==> src/rtl/cfg_smbus_pkg.sv <==
// Shared types and reset defaults for the configuration register slave.
// Assumes: registers are 8 bits wide; defaults are indexed by offset.
package cfg_smbus_pkg;

    // Bus-level state of the link engine
    typedef enum logic [2:0] {
        ST_IDLE,
        ST_ADDR,
        ST_ADDR_ACK,
        ST_RX,
        ST_RX_ACK,
        ST_TX,
        ST_TX_ACK,
        ST_IGNORE
    } link_state_t;

    // Meaning of the next byte received in a write transfer
    typedef enum logic [1:0] {
        PH_CMD,
        PH_COUNT,
        PH_DATA
    } rx_phase_t;

    // Reset value of each writable register
    function automatic logic [7:0] reg_default(input int idx);
        case (idx)
            4:       return 8'h12;
            7:       return 8'hFF;
            8:       return 8'h0B;
            9:       return 8'h08;
            default: return 8'h00;
        endcase
    endfunction

endpackage

==> src/rtl/smb_line_sync.sv <==
// Synchronizes SCL/SDA into the system clock domain and flags bus events.
// Assumes: the system clock runs at least ~8x faster than SCL; both lines
// idle high, so the synchronizer resets to 1.
module smb_line_sync #(
    parameter int STAGES = 2
) (
    input  logic clk,
    input  logic rst_n,
    input  logic scl_in,
    input  logic sda_in,
    output logic scl_s,
    output logic sda_s,
    output logic scl_rise,
    output logic scl_fall,
    output logic start_evt,
    output logic stop_evt
);
    logic [STAGES-1:0] scl_pipe;
    logic [STAGES-1:0] sda_pipe;
    logic              scl_d;
    logic              sda_d;

    // Synchronizer chains plus one delay stage for edge detection
    always_ff @(posedge clk) begin
        if (!rst_n) begin
            scl_pipe <= '1;
            sda_pipe <= '1;
            scl_d    <= 1'b1;
            sda_d    <= 1'b1;
        end else begin
            scl_pipe <= {scl_pipe[STAGES-2:0], scl_in};
            sda_pipe <= {sda_pipe[STAGES-2:0], sda_in};
            scl_d    <= scl_pipe[STAGES-1];
            sda_d    <= sda_pipe[STAGES-1];
        end
    end

    // Event decode: START/STOP are SDA edges while SCL stays high
    always_comb begin
        scl_s     = scl_pipe[STAGES-1];
        sda_s     = sda_pipe[STAGES-1];
        scl_rise  = scl_s & ~scl_d;
        scl_fall  = ~scl_s & scl_d;
        start_evt = scl_s & scl_d & sda_d & ~sda_s;
        stop_evt  = scl_s & scl_d & ~sda_d & sda_s;
    end

endmodule

==> src/rtl/smb_link.sv <==
// Byte-level protocol engine: address match, command decode, byte/block
// write and read sequencing, acknowledge generation and data shift-out.
// Assumes: inputs come from smb_line_sync; rd_data is combinational on
// rd_addr; SDA is changed only on a detected SCL fall.
module smb_link
    import cfg_smbus_pkg::*;
#(
    parameter logic [6:0] DEV_ADDR = 7'h69,
    parameter int         NUM_REGS = 16
) (
    input  logic       clk,
    input  logic       rst_n,
    input  logic       sda_s,
    input  logic       scl_rise,
    input  logic       scl_fall,
    input  logic       start_evt,
    input  logic       stop_evt,
    input  logic [7:0] rd_data,
    output logic [6:0] rd_addr,
    output logic       wr_en,
    output logic [6:0] wr_addr,
    output logic [7:0] wr_data,
    output logic       sda_drive_low,
    output logic       selected
);
    localparam logic [7:0] COUNT_BYTE = 8'(NUM_REGS);

    link_state_t state;
    rx_phase_t   phase;
    logic [3:0]  bit_cnt;
    logic [7:0]  shreg;
    logic [6:0]  ptr;
    logic [7:0]  remain;
    logic        rw_read;
    logic        block_mode;
    logic        send_count;
    logic [7:0]  tx_byte;

    // Next byte to shift out: the count first in a block read, else data
    always_comb begin
        tx_byte = send_count ? COUNT_BYTE : rd_data;
        rd_addr = ptr;
    end

    // Protocol sequencer; START and STOP override any state
    always_ff @(posedge clk) begin
        if (!rst_n) begin
            state         <= ST_IDLE;
            phase         <= PH_CMD;
            bit_cnt       <= '0;
            shreg         <= '0;
            ptr           <= '0;
            remain        <= '0;
            rw_read       <= 1'b0;
            block_mode    <= 1'b0;
            send_count    <= 1'b0;
            wr_en         <= 1'b0;
            wr_addr       <= '0;
            wr_data       <= '0;
            sda_drive_low <= 1'b0;
            selected      <= 1'b0;
        end else begin
            wr_en <= 1'b0;
            if (start_evt) begin
                state         <= ST_ADDR;
                bit_cnt       <= '0;
                sda_drive_low <= 1'b0;
                selected      <= 1'b0;
            end else if (stop_evt) begin
                state         <= ST_IDLE;
                sda_drive_low <= 1'b0;
                selected      <= 1'b0;
            end else begin
                case (state)
                    ST_ADDR: begin
                        if (scl_rise) begin
                            shreg   <= {shreg[6:0], sda_s};
                            bit_cnt <= bit_cnt + 4'd1;
                        end else if (scl_fall && bit_cnt == 4'd8) begin
                            if (shreg[7:1] == DEV_ADDR) begin
                                state         <= ST_ADDR_ACK;
                                sda_drive_low <= 1'b1;
                                selected      <= 1'b1;
                                rw_read       <= shreg[0];
                                if (!shreg[0]) begin
                                    phase <= PH_CMD;
                                end else begin
                                    send_count <= block_mode;
                                    if (block_mode) ptr <= '0;
                                end
                            end else begin
                                state <= ST_IGNORE;
                            end
                        end
                    end
                    ST_ADDR_ACK: begin
                        if (scl_fall) begin
                            bit_cnt <= '0;
                            if (rw_read) begin
                                state         <= ST_TX;
                                shreg         <= tx_byte;
                                sda_drive_low <= ~tx_byte[7];
                            end else begin
                                state         <= ST_RX;
                                sda_drive_low <= 1'b0;
                            end
                        end
                    end
                    ST_RX: begin
                        if (scl_rise) begin
                            shreg   <= {shreg[6:0], sda_s};
                            bit_cnt <= bit_cnt + 4'd1;
                        end else if (scl_fall && bit_cnt == 4'd8) begin
                            state         <= ST_RX_ACK;
                            sda_drive_low <= 1'b1;
                            case (phase)
                                PH_CMD: begin
                                    block_mode <= ~shreg[7];
                                    ptr        <= shreg[7] ? shreg[6:0] : 7'd0;
                                    remain     <= 8'd1;
                                    phase      <= shreg[7] ? PH_DATA : PH_COUNT;
                                end
                                PH_COUNT: begin
                                    remain <= shreg;
                                    phase  <= PH_DATA;
                                end
                                default: begin
                                    if (remain != 8'd0) begin
                                        wr_en   <= 1'b1;
                                        wr_addr <= ptr;
                                        wr_data <= shreg;
                                        ptr     <= ptr + 7'd1;
                                        remain  <= remain - 8'd1;
                                    end
                                end
                            endcase
                        end
                    end
                    ST_RX_ACK: begin
                        if (scl_fall) begin
                            state         <= ST_RX;
                            bit_cnt       <= '0;
                            sda_drive_low <= 1'b0;
                        end
                    end
                    ST_TX: begin
                        if (scl_rise) begin
                            bit_cnt <= bit_cnt + 4'd1;
                        end else if (scl_fall && bit_cnt == 4'd8) begin
                            state         <= ST_TX_ACK;
                            sda_drive_low <= 1'b0;
                            if (send_count) send_count <= 1'b0;
                            else            ptr <= ptr + 7'd1;
                        end else if (scl_fall && bit_cnt != 4'd0) begin
                            shreg         <= {shreg[6:0], 1'b0};
                            sda_drive_low <= ~shreg[6];
                        end
                    end
                    ST_TX_ACK: begin
                        if (scl_rise && sda_s) begin
                            state <= ST_IGNORE;
                        end else if (scl_fall) begin
                            state         <= ST_TX;
                            bit_cnt       <= '0;
                            shreg         <= tx_byte;
                            sda_drive_low <= ~tx_byte[7];
                        end
                    end
                    default: ;
                endcase
            end
        end
    end

endmodule

==> src/rtl/cfg_regbank.sv <==
// Configuration register storage with reset defaults, one fixed
// identification byte and a strap nibble captured during reset.
// Assumes: one write per cycle; offsets >= NUM_REGS are dropped on write
// and read as zero.
module cfg_regbank
    import cfg_smbus_pkg::*;
#(
    parameter int         NUM_REGS     = 16,
    parameter int         ID_OFFSET    = 6,
    parameter int         STRAP_OFFSET = 9,
    parameter logic [7:0] ID_VALUE     = 8'h80
) (
    input  logic                  clk,
    input  logic                  rst_n,
    input  logic [3:0]            strap_in,
    input  logic                  wr_en,
    input  logic [6:0]            wr_addr,
    input  logic [7:0]            wr_data,
    input  logic [6:0]            rd_addr,
    output logic [7:0]            rd_data,
    output logic [NUM_REGS*8-1:0] cfg_regs
);
    localparam int AW = $clog2(NUM_REGS);

    logic [7:0] regs [NUM_REGS];
    logic [3:0] strap_q;

    // Strap capture: follows the pins while reset is low, then holds
    always_ff @(posedge clk) begin
        if (!rst_n) strap_q <= strap_in;
    end

    for (genvar gi = 0; gi < NUM_REGS; gi++) begin : g_reg
        localparam logic [7:0] DEF = reg_default(gi);
        if (gi == ID_OFFSET) begin : g_id
            assign regs[gi] = ID_VALUE;
        end else if (gi == STRAP_OFFSET) begin : g_strap
            logic [3:0] lo_q;
            // Writable low nibble beside the read-only strap nibble
            always_ff @(posedge clk) begin
                if (!rst_n)                                lo_q <= DEF[3:0];
                else if (wr_en && wr_addr == 7'(gi))       lo_q <= wr_data[3:0];
            end
            assign regs[gi] = {strap_q, lo_q};
        end else begin : g_rw
            logic [7:0] q;
            // Plain read/write register
            always_ff @(posedge clk) begin
                if (!rst_n)                                q <= DEF;
                else if (wr_en && wr_addr == 7'(gi))       q <= wr_data;
            end
            assign regs[gi] = q;
        end
        assign cfg_regs[gi*8 +: 8] = regs[gi];
    end

    // Read mux with zero for unimplemented offsets
    always_comb begin
        if (rd_addr < 7'(NUM_REGS)) rd_data = regs[rd_addr[AW-1:0]];
        else                        rd_data = 8'h00;
    end

endmodule

==> src/rtl/cfg_smbus_slave.sv <==
// Top: two-wire serial configuration slave for the clock generator.
// Connects the line synchronizer, the protocol engine and the register bank.
// Assumes: clk is much faster than SCL; SDA is wired open-drain outside.
module cfg_smbus_slave #(
    parameter logic [6:0] DEV_ADDR     = 7'h69,
    parameter int         NUM_REGS     = 16,
    parameter int         ID_OFFSET    = 6,
    parameter int         STRAP_OFFSET = 9,
    parameter logic [7:0] ID_VALUE     = 8'h80,
    parameter int         SYNC_STAGES  = 2
) (
    input  logic                  clk,
    input  logic                  rst_n,
    input  logic                  scl_in,
    input  logic                  sda_in,
    output logic                  sda_drive_low,
    input  logic [3:0]            strap_in,
    output logic [NUM_REGS*8-1:0] cfg_regs
);
    logic       scl_s, sda_s, scl_rise, scl_fall, start_evt, stop_evt;
    logic [6:0] rd_addr, wr_addr;
    logic [7:0] rd_data, wr_data;
    logic       wr_en, selected;

    smb_line_sync #(.STAGES(SYNC_STAGES)) u_sync (
        .clk(clk), .rst_n(rst_n), .scl_in(scl_in), .sda_in(sda_in),
        .scl_s(scl_s), .sda_s(sda_s), .scl_rise(scl_rise), .scl_fall(scl_fall),
        .start_evt(start_evt), .stop_evt(stop_evt)
    );

    smb_link #(.DEV_ADDR(DEV_ADDR), .NUM_REGS(NUM_REGS)) u_link (
        .clk(clk), .rst_n(rst_n), .sda_s(sda_s), .scl_rise(scl_rise),
        .scl_fall(scl_fall), .start_evt(start_evt), .stop_evt(stop_evt),
        .rd_data(rd_data), .rd_addr(rd_addr), .wr_en(wr_en),
        .wr_addr(wr_addr), .wr_data(wr_data),
        .sda_drive_low(sda_drive_low), .selected(selected)
    );

    cfg_regbank #(
        .NUM_REGS(NUM_REGS), .ID_OFFSET(ID_OFFSET),
        .STRAP_OFFSET(STRAP_OFFSET), .ID_VALUE(ID_VALUE)
    ) u_regs (
        .clk(clk), .rst_n(rst_n), .strap_in(strap_in), .wr_en(wr_en),
        .wr_addr(wr_addr), .wr_data(wr_data), .rd_addr(rd_addr),
        .rd_data(rd_data), .cfg_regs(cfg_regs)
    );

endmodule

==> config.mk <==
export PLATFORM = sky130hd
export DESIGN_NAME = cfg_smbus_slave
export DESIGN_NICKNAME = d
export VERILOG_FILES = /design/src/rtl/cfg_smbus_pkg.sv /design/src/rtl/smb_line_sync.sv /design/src/rtl/smb_link.sv /design/src/rtl/cfg_regbank.sv /design/src/rtl/cfg_smbus_slave.sv
export SDC_FILE = /design/constraint.sdc
export NUM_CORES = 1
export LEC_CHECK = 0
export ABC_CLOCK_PERIOD_IN_PS = 3200
export CAP_MARGIN = 20
export CORE_MARGIN = 5
export CORE_UTILIZATION = 35
export CTS_BUF_LIST = sky130_fd_sc_hd__clkbuf_8
export DETAILED_ROUTE_END_ITERATION = 6
export PLACE_DENSITY = 0.54
export SLEW_MARGIN = 25
export SYNTH_ARGS = -nofsm -noshare
export SYNTH_HDL_FRONTEND = slang
export SYNTH_SLANG_ARGS = --single-unit
==> constraint.sdc <==
create_clock -name clk -period 3.2 [get_ports clk]
set_clock_uncertainty 0.2 [all_clocks]
set_input_delay 0.64 -clock clk [delete_from_list [all_inputs] [get_ports clk]]
set_output_delay 0.64 -clock clk [all_outputs]
set_load 0.01 [all_outputs]
=== After elaboration in Yosys (flattened, before gate mapping) ===
Index checks and enable logic that the tools add are counted.

* Input bits: 8
* Flip-flop bits (word level): 178
* Output and inout bits: 129

* Equality and inequality tests: 57
* Mux-type cells: 80
* Reduce and logical (&&, ||, !) cells: 49
* $add $sub $neg: 3
* Bitwise gates (word level): 22
* Order comparisons: 2

{| class="wikitable"
|+ Operator list
! operator !! count
|-
| 8-bit two-way mux || 13
|-
| 7-bit two-way mux || 12
|-
| 7-bit by 4-bit equality test with 1-bit output (second input constant) || 8
|-
| 3-bit two-way mux || 12
|-
| 8-bit binary-select mux with 4-bit select || 1
|-
| 8-bit one-hot mux with 4 select lines || 1
|-
| 10-bit AND reduction || 3
|-
| 2-bit by 1-bit inequality test with 1-bit output (second input constant) || 13
|-
| 1-bit two-way mux || 22
|-
| 7-bit by 3-bit equality test with 1-bit output (second input constant) || 3
|-
| 7-bit one-hot mux with 3 select lines || 1
|-
| 4-bit by 3-bit inequality test with 1-bit output (second input constant) || 5
|-
| 1-bit logical AND || 18
|-
| 3-bit one-hot mux with 6 select lines || 1
|-
| 6-bit AND reduction || 3
|-
| 2-bit inequality test (second input constant) || 8
|-
| 8-bit one-hot mux with 2 select lines || 1
|-
| 8-bit nonzero test || 2
|-
| 15-bit AND reduction || 1
|-
| 7-bit by 2-bit equality test with 1-bit output (second input constant) || 2
|-
| 2-bit two-way mux || 7
|-
| 1-bit inverter || 14
|-
| 7-bit one-hot mux with 2 select lines || 1
|-
| 4-bit two-way mux || 3
|-
| other kinds (35) || 58
|}

=== Depth between registers and ports, before layout ===
Gate-level depths: netlist of the first run.

* Word-level depth: 10
* Mapped depth: 9
* Mapped depth without buffers: 7

=== Hierarchy ===
From an unflattened synthesis of the first run, not the netlist that was laid out.

* Cell total of the unflattened synthesis: 888
* Area, all modules: 8921.1 µm²

{| class="wikitable"
|+ Modules (own cells, without submodules)
! module !! area each (µm²) !! cells an instance !! times used !! sequential area each (µm²)
|-
| cfg_regbank || 5562.8 || 499 || 1 || 2442.3
|-
| smb_link || 3168.0 || 373 || 1 || 1061.0
|-
| smb_line_sync || 190.2 || 16 || 1 || 120.1
|}

=== Least setup slack after synthesis of the first run ===
Ideal clock, no wire load.

* Path kind: flip-flop to flip-flop
* Start point: register u_link.ptr[0] (netlist: u_link.rd_addr[0])
* End point: register u_link.shreg[4]
* Data required time: 2.868 ns
* Setup time: 0.132 ns
* Arrival: 1.920 ns
* Cell stages (with the launch flop): 9
* Path slack: 0.948 ns
* Path through: dfxtp_1 -> buf_2 -> buf_2 -> buf_2 -> mux4_2 -> nand2_1 -> o21ai_0 -> a2111oi_0 -> o22ai_1

* Longest elaborated chain between the ends: 9
* Elaborated cells on any way between the ends: 12

{| class="wikitable"
|+ Ends and longest elaborated chain
! item !! RTL line !! text
|-
| start: declaration || smb_link.sv:32 || <nowiki>logic [6:0] ptr;</nowiki>
|-
| start signal: assignment || smb_link.sv:119 || <nowiki>ptr <= shreg[7] ? shreg[6:0] : 7'd0;</nowiki>
|-
| start signal: assignment || smb_link.sv:132 || <nowiki>ptr <= ptr + 7'd1;</nowiki>
|-
| start signal: assignment || smb_link.sv:153 || <nowiki>else ptr <= ptr + 7'd1;</nowiki>
|-
| 4-bit inverter with 5-bit output (not written as such) || cfg_regbank.sv:59 || <nowiki>if (rd_addr < 7'(NUM_REGS)) rd_data = regs[rd_addr[AW-1:0]];</nowiki>
|-
| 8-bit binary-select mux with 4-bit select || cfg_regbank.sv:59 ||
|-
| 8-bit two-way mux (not written as such) (2 in a row) || cfg_regbank.sv:59 ||
|-
| 8-bit two-way mux * || cfg_regbank.sv:59 ||
|-
| 8-bit two-way mux * || smb_link.sv:41 || <nowiki>tx_byte = send_count ? COUNT_BYTE : rd_data;</nowiki>
|-
| 8-bit two-way mux (on tied branches) || smb_link.sv:162, smb_link.sv:99 ||
|-
| 8-bit two-way mux (on tied branches) || smb_link.sv:160, smb_link.sv:97 ||
|-
| 8-bit one-hot mux with 4 select lines * || smb_link.sv:74 || <nowiki>case (state)</nowiki>
|-
| end signal: assignment || smb_link.sv:77 || <nowiki>shreg <= {shreg[6:0], sda_s};</nowiki>
|-
| end signal: assignment || smb_link.sv:155 || <nowiki>shreg <= {shreg[6:0], 1'b0};</nowiki>
|-
| end signal: assignment || smb_link.sv:165 || <nowiki>shreg <= tx_byte;</nowiki>
|-
| end: declaration || smb_link.sv:31 || <nowiki>logic [7:0] shreg;</nowiki>
|}

Mark *: on every way between the ends. The rest lies on a longest branch, timed or not. The select of a mux whose other input is x is not followed.
A chain may end at the register's enable or synchronous reset.

=== Final worst setup path of the first run ===
* Start point: register u_link.ptr[0] (netlist: u_link.rd_addr[0])
* End point: register u_link.shreg[0]

The elaborated chain is that of the path after synthesis.

==> metrics.yaml, run 1 <==
final_cell_mix: "172 x dfxtp_1, 132 x nor2_1, 128 x clkdlybuf4s50_1"
cts_max_level: 4
antenna_cells: 0
ys_seq_area_share_pct: 42.54
slew_headroom_pct: 42.94
synth_top_area_share_pct: 41.12
pin_count: 137
cp.required_ns: 3.35
fp-row-count: 57
antenna_found_initial: 0
whs_endpoint: "u_sync.scl_pipe[1]"
num_vias: 7103
cts.sinks: 178
synth_edf_count: 4
grtUsageMet1_pct: 28.83
r2r-start: "u_link.rd_addr[0]"
rsz0062_at_grt: "no"
status: "completed"
dp_hpwl_um: 19230
groute.layer.met2.usage_pct: 30.90
drc_errors: 0
crit_slowest_cell: "dfxtp_2"
fillers: 2385
r2r_slack_ns: 0.56
p_per_area_mw_per_mm2: 451.4
grt_usage_pct: 20.16
die_y_um: 165.6
ys.flop_type: "dfxtp_1"
ctsRootBufferMaster: "clkbuf_8"
grt_busiest_layer: "met2"
hold_viol_final: 0
post_cts_buffers: 0
floorplan.initialDensity_pct: 35.14
post-route-period-util_pct: 82.58
syn_to_final_growth_pct: 23.69
yosysWarnings: 0
drt-initial-drc-count: 507
irDropWorstVdd_mv: 0.2993
worst-r2r-cell-count: 6
synth.distinct_cells: 74
num-nets-final: 1017
setup_viol: 0
drv_cap: 0
tightestPinTransition_ns: 0.8548
synth_seq_cells: 178
core_area_mm2: 0.02411
cts_buffer_depth: 2
p_leak_nw: 3.861
synth_area_leader_cell: "dfxtp_1"
clkLatencyLatePin_ns: 0.48
yosys-top-cells-area: "dfxtp_1 41%, mux2i_1 14%, mux4_2 6.6%"
synth_cells: 901
crit_path_max_fanout: 20
wl_per_cell_um: 20.48
netlist_area_mm2: 0.008471
crit_path_end_kind: "flop"
criticalPathCategory: "flop to flop"
slew_viol_final: 0
fin_crit_ns: 2.642
slowest_delay_ns: 0.67
postCtsResizedCells: 0
grt_pass1_wl_um: 42430
hp-class: "flop to flop"
min_path_cells: 1
grt_pass1_vias: 7029
hold-worst-slack_ns: 0.2162
place_congestion: 0.8641
dieArea_mm2: 0.02741
cp_data_arrival_time_ns: 2.79
final_antenna_net_count: 0
routed_wl_um: 27490
tns_ns: 0
drive_gt1_share_pct: 11.30
dr.pass1.iters: 5
cp-start-kind: "flop"
numCtsBuffers: 17
die_x_um: 165.6
cts_tree: "done"
fmax_ghz: 0.3784
reg2reg_to: "u_link.shreg[0]"
viasPerCell: 5.293
grt_max_degree: 58
grt_use_met3_pct: 4.666
synth.avg_cell_area_um2: 9.401
grt_overflow_total: 0
ys_async_sr_fraction_pct: 0
portBuffers: 128
hold_start: "u_sync.scl_pipe[0]"
cts_hold_buffers: 0
crit_chain: "buf_4, mux4_2, nand2_1, o21ai_0, a221oi_1, a211oi_1"
clkTransAtPathRegs_ns: 0.11
final_common_cell: "dfxtp_1"
==> critical path, delay by kind of cell, from the launching register on <==
family	cells	cell delay, ns
and+or+nand+nor	1	0.08
buffers and inverters	1	0.37
muxes	1	0.55
DFF	1	0.67
AOI/OAI and AO/OA	3	0.65
==> area by class of cell <==
cell class | count | area [um2] | area share (%)
flip-flops and latches | 178 | 3606 | 34.42
well taps | 324 | 405.4 | 3.869
clock buffers | 17 | 234.0 | 2.233
clock inverters | 15 | 202.7 | 1.935
inverters | 15 | 58.81 | 0.5613
repair buffers | 150 | 1471 | 14.04
multi-input cells | 643 | 4499 | 42.94
==> flip-flops by register name (all words and copies together) (netlist names) <==
| name | flops |
|---|---|
| u_regs.g.g_rw.q | 112 |
| u_regs.strap_q | 4 |
| u_link.shreg | 8 |
| u_link.phase | 2 |
| u_sync.sda_d | 1 |
| u_sync.scl_d | 1 |
| u_link.wr_en | 1 |
| u_link.rd_addr | 7 |
| u_link.remain | 8 |
| u_link.wr_addr | 7 |
| u_link.bit_cnt | 4 |
| u_sync.scl_pipe | 2 |
| u_link.block_mode | 1 |
| u_sync.sda_pipe | 2 |
| u_link.sda_drive_low | 1 |
| u_link.state | 3 |
| u_link.send_count | 1 |
| u_link.rw_read | 1 |
| u_link.wr_data | 8 |
| u_regs.g.g_strap.lo_q | 4 |
==> power by group <==
part           total, W  switching (W)  leakage (nW)  internal (W)
combinational  0.000669       0.000406          2.21      0.000263
clock           0.00167        0.00105         0.211      0.000619
sequential      0.00239       0.000113          1.44       0.00228
==> metal layers <==
layer  vias up  wire [um]  part of all wire (%)
met5         -          0                     0
met4         0        378                   1.4
met3        24       1525                   5.5
met2       193      12450                    45
met1      3490      13140                    48
li1       3396          -                     -
==> how the worst max path moves through the flow <==
stage                                  from               to  slack, ns
final                     u_link.rd_addr[0]  u_link.shreg[0]       0.56
after global routing      u_link.rd_addr[0]  u_link.shreg[4]       0.33
after CTS                 u_link.rd_addr[0]  u_link.shreg[0]       0.56
after detailed placement  u_link.rd_addr[0]  u_link.shreg[0]       0.58
after global placement    u_link.rd_addr[0]  u_link.shreg[0]       0.59
after floorplan           u_link.rd_addr[0]  u_link.shreg[4]       0.95
==> kinds of logic (layout without fill, tap and decap cells) <==
family | Yosys count | count (layout) | share of synthesized area (%)
simple gates | 336 | 336 | 18.57
flops | 178 | 178 | 42.54
mux | 149 | 149 | 21.42
compound gates | 139 | 139 | 11.46
buf+inv | 86 | 197 | 4.608
xor+xnor | 7 | 7 | 0.7238
fa+ha+maj | 4 | 4 | 0.5909
other cells | 2 | 8 | 0.08866
==> through the flow <==
stage	cells	total power, W	cell area [um2]	util, %	worst slack (ns)
2_1_floorplan	907	0.002879	8493	-	0.9480
3_5_place_dp	1310	0.003101	10040	41.65	0.5756
3_3_place_gp	1310	0.003105	10040	41.65	0.5873
4_1_cts	1342	0.004751	10480	43.47	0.5579
5_1_grt	1342	0.004921	10480	43.47	0.3330
6_report	1342	0.004729	10480	43.47	0.5576
==> cell usage after synthesis (13+ instances only) <==
cell,number
nand2_1,76
o21ai_0,33
buf_2,21
mux4_2,25
nand3_1,44
nor3_1,13
inv_1,14
mux2i_1,116
nor2_1,132
a21oi_1,37
clkbuf_1,37
dfxtp_1,174
(Power assumes the default switching activity.)
==> run 2: changes to the inputs <==
--- a/config.mk
+++ b/config.mk
@@ -5,13 +5,13 @@
 export SDC_FILE = /design/constraint.sdc
 export NUM_CORES = 1
 export LEC_CHECK = 0
-export ABC_CLOCK_PERIOD_IN_PS = 3200
+export ABC_CLOCK_PERIOD_IN_PS = 2300
 export CAP_MARGIN = 20
 export CORE_MARGIN = 5
 export CORE_UTILIZATION = 35
 export CTS_BUF_LIST = sky130_fd_sc_hd__clkbuf_8
 export DETAILED_ROUTE_END_ITERATION = 6
-export PLACE_DENSITY = 0.54
+export PLACE_DENSITY = 0.56
 export SLEW_MARGIN = 25
 export SYNTH_ARGS = -nofsm -noshare
 export SYNTH_HDL_FRONTEND = slang
==> constraint.sdc (replaced) <==
create_clock -name clk -period 2.3 [get_ports clk]
set_clock_uncertainty 0.2 [all_clocks]
set_input_delay 0.46 -clock clk [delete_from_list [all_inputs] [get_ports clk]]
set_output_delay 0.46 -clock clk [all_outputs]
set_load 0.01 [all_outputs]
==> run 2 against run 1 <==
Power up 41%. Maximum frequency up 18%. Sequential share of layout area down 1.7 points. Die area unchanged. Clock power up 30%. Non-clock buffer count up 60. First-iteration DRC count up 8.3%. Sequential power up 36%. Core utilization up 2.3 points. Flip-flop and latch count unchanged. Critical path type unchanged. Critical endpoint is now u_link.shreg[5]. Largest power group unchanged.
==> metrics.yaml, run 2 (same netlist as run 1, synthesis figures left out) <==
dieArea_mm2: 0.02741  # unchanged
grt_busiest_layer: "met2"  # unchanged
hold_viol_final: 0  # unchanged
grt_usage_pct: 20.92  # was 20.16%
tightestPinTransition_ns: 0.8224  # was 0.8548 ns
ctsRootBufferMaster: "clkbuf_8"  # unchanged
die_y_um: 165.6  # unchanged
rsz0062_at_grt: "yes"  # was no
cp-start-kind: "flop"  # unchanged
place_congestion: 0.9032  # was 0.8641
hp-class: "flop to flop"  # unchanged
cp.required_ns: 2.49  # was 3.35 ns
regMostFlops: "u_regs.g.g_rw.q"  # unchanged
fin_crit_ns: 2.236  # was 2.642 ns
num-nets-final: 1077  # was 1017
p_per_area_mw_per_mm2: 606.2  # was 451.4 mW/mm2
drv_cap: 0  # unchanged
syn_to_final_growth_pct: 30.31  # was 23.69%
num_vias: 7342  # was 7103
drive_gt1_share_pct: 16.79  # was 11.30%
antenna_found_initial: 0  # unchanged
cts_buffer_depth: 2  # unchanged
antenna_cells: 0  # unchanged
slew_viol_final: 0  # unchanged
grt_pass1_vias: 7198  # was 7029
grt_use_met3_pct: 4.914  # was 4.666%
dr.pass1.iters: 5  # unchanged
post-route-period-util_pct: 97.20  # was 82.58%
drt-initial-drc-count: 549  # was 507
routed_wl_um: 28520  # was 27490 um
groute.layer.met2.usage_pct: 32.37  # was 30.90%
layoutNonFillerInstCount: 1402  # was 1342
drc_errors: 0  # unchanged
cts_max_level: 4  # unchanged
final_cell_mix: "172 x dfxtp_1, 131 x nor2_1, 128 x clkdlybuf4s50_1"  # was 172 x dfxtp_1, 132 x nor2_1, 128 x clkdlybuf4s50_1
wl_per_cell_um: 20.34  # was 20.48 um
final_area_mm2: 0.01104  # was 0.01048 mm2
fmax_ghz: 0.4473  # was 0.3784 GHz
grtUsageMet1_pct: 29.24  # was 28.83%
grt_max_degree: 26  # was 58
cts_hold_buffers: 0  # unchanged
clkLatencyLatePin_ns: 0.48  # about the same
p_leak_nw: 4.190  # was 3.861 nW
cp_data_arrival_time_ns: 2.42  # was 2.79 ns
dp_cells: 1369  # was 1310
largest_reg_flops: 112  # unchanged
setup_viol: 0  # unchanged
clkTransAtPathRegs_ns: 0.10  # was 0.11 ns
power.total_w: 0.006691  # was 0.004729 W
irDropWorstVdd_mv: 0.4062  # was 0.2993 mV
status: "completed"  # unchanged
grt_overflow_total: 0  # unchanged
core_area_mm2: 0.02411  # unchanged
grt_pass1_wl_um: 43610  # was 42430 um
die_x_um: 165.6  # unchanged
crit_path_end_kind: "flop"  # unchanged
criticalPathCategory: "flop to flop"  # unchanged
portBuffers: 128  # unchanged
cts.sinks: 178  # unchanged
placed_area_mm2: 0.01058  # was 0.01004 mm2
tns_ns: 0  # unchanged
final_antenna_net_count: 0  # unchanged
crit_path_max_fanout: 12  # was 20
dp_hpwl_um: 20780  # was 19230 um
numCtsBuffers: 17  # unchanged
floorplan.initialDensity_pct: 35.14  # unchanged
pin_count: 137  # unchanged
viasPerCell: 5.237  # was 5.293
slew_headroom_pct: 45.06  # was 42.94%
fp-row-count: 57  # unchanged
r2r_slack_ns: 0.06  # was 0.56 ns
cts_tree: "done"  # unchanged
final_common_cell: "dfxtp_1"  # unchanged
hold-worst-slack_ns: 0.2124  # was 0.2162 ns
[run 2: cell types whose count changed in the layout (fill, tap and decap cells not counted), moves of 2 or more]
cell       delta
buf_4        +51
buf_12        +8
clkinv_4      +3
a2111oi_0     -2
clkinv_8      -2
dfxtp_2       -2
dfxtp_4       +2
inv_12        -2
[run 2: per-stage QoR]
stage	util [%]	worst slack, ns
detailed placement	43.91	-0.04744
finish	45.79	0.06441
global route	45.79	-0.004006
CTS	45.60	0.03962
global placement	43.91	-0.03035
floorplan	-	0.04798
[run 2: repair_timing]
item / CTS / global route
pin swaps: 0 / 1
resized for setup: 2 / 9
setup endpoints to repair: 7 / 13
setup buffers: 0 / 1
[run 2: worst paths after layout]
| kind | startpoint | endpoint | depth (start not counted) |
|---|---|---|---|
| worst max register to register | u_link.state[2] | u_link.shreg[5] | 5 |
| worst max-delay path | u_link.state[2] | u_link.shreg[5] | 5 |
| worst min register to register | u_sync.scl_pipe[0] | u_sync.scl_pipe[1] | 1 |
| worst min-delay path | u_sync.scl_pipe[0] | u_sync.scl_pipe[1] | 1 |
[run 2: critical path, cell delays in order (launching register included)]
cell and delay (ns):
dfxtp_1 0.44, buf_4 0.22, a21boi_1 0.66, buf_4 0.27, a221oi_1 0.10, a211oi_1 0.25
[run 2: where the power goes]
| part | internal [W] | switching (W) | total (W) |
|---|---|---|---|
| Clock | 0.000817 | 0.00135 | 0.00217 |
| Sequential | 0.00317 | 0.0000942 | 0.00326 |
| Combinational | 0.000518 | 0.000744 | 0.00126 |
[run 2: per-layer routing]
layer,vias up,share of wire (%)
li1,3532,-
met1,3539,46
met2,236,45
met3,35,6.0
met4,0,2.2
met5,-,0
[run 2: cell type report]
class	count	area, um2
Fill cell	2396	13070
Sequential cell	178	3611
Clock buffer	17	234.0
Clock inverter	15	168.9
Inverter	15	58.81
Multi-Input combinational cell	643	4538
Timing Repair Buffer	210	2022
Tap cell	324	405.4
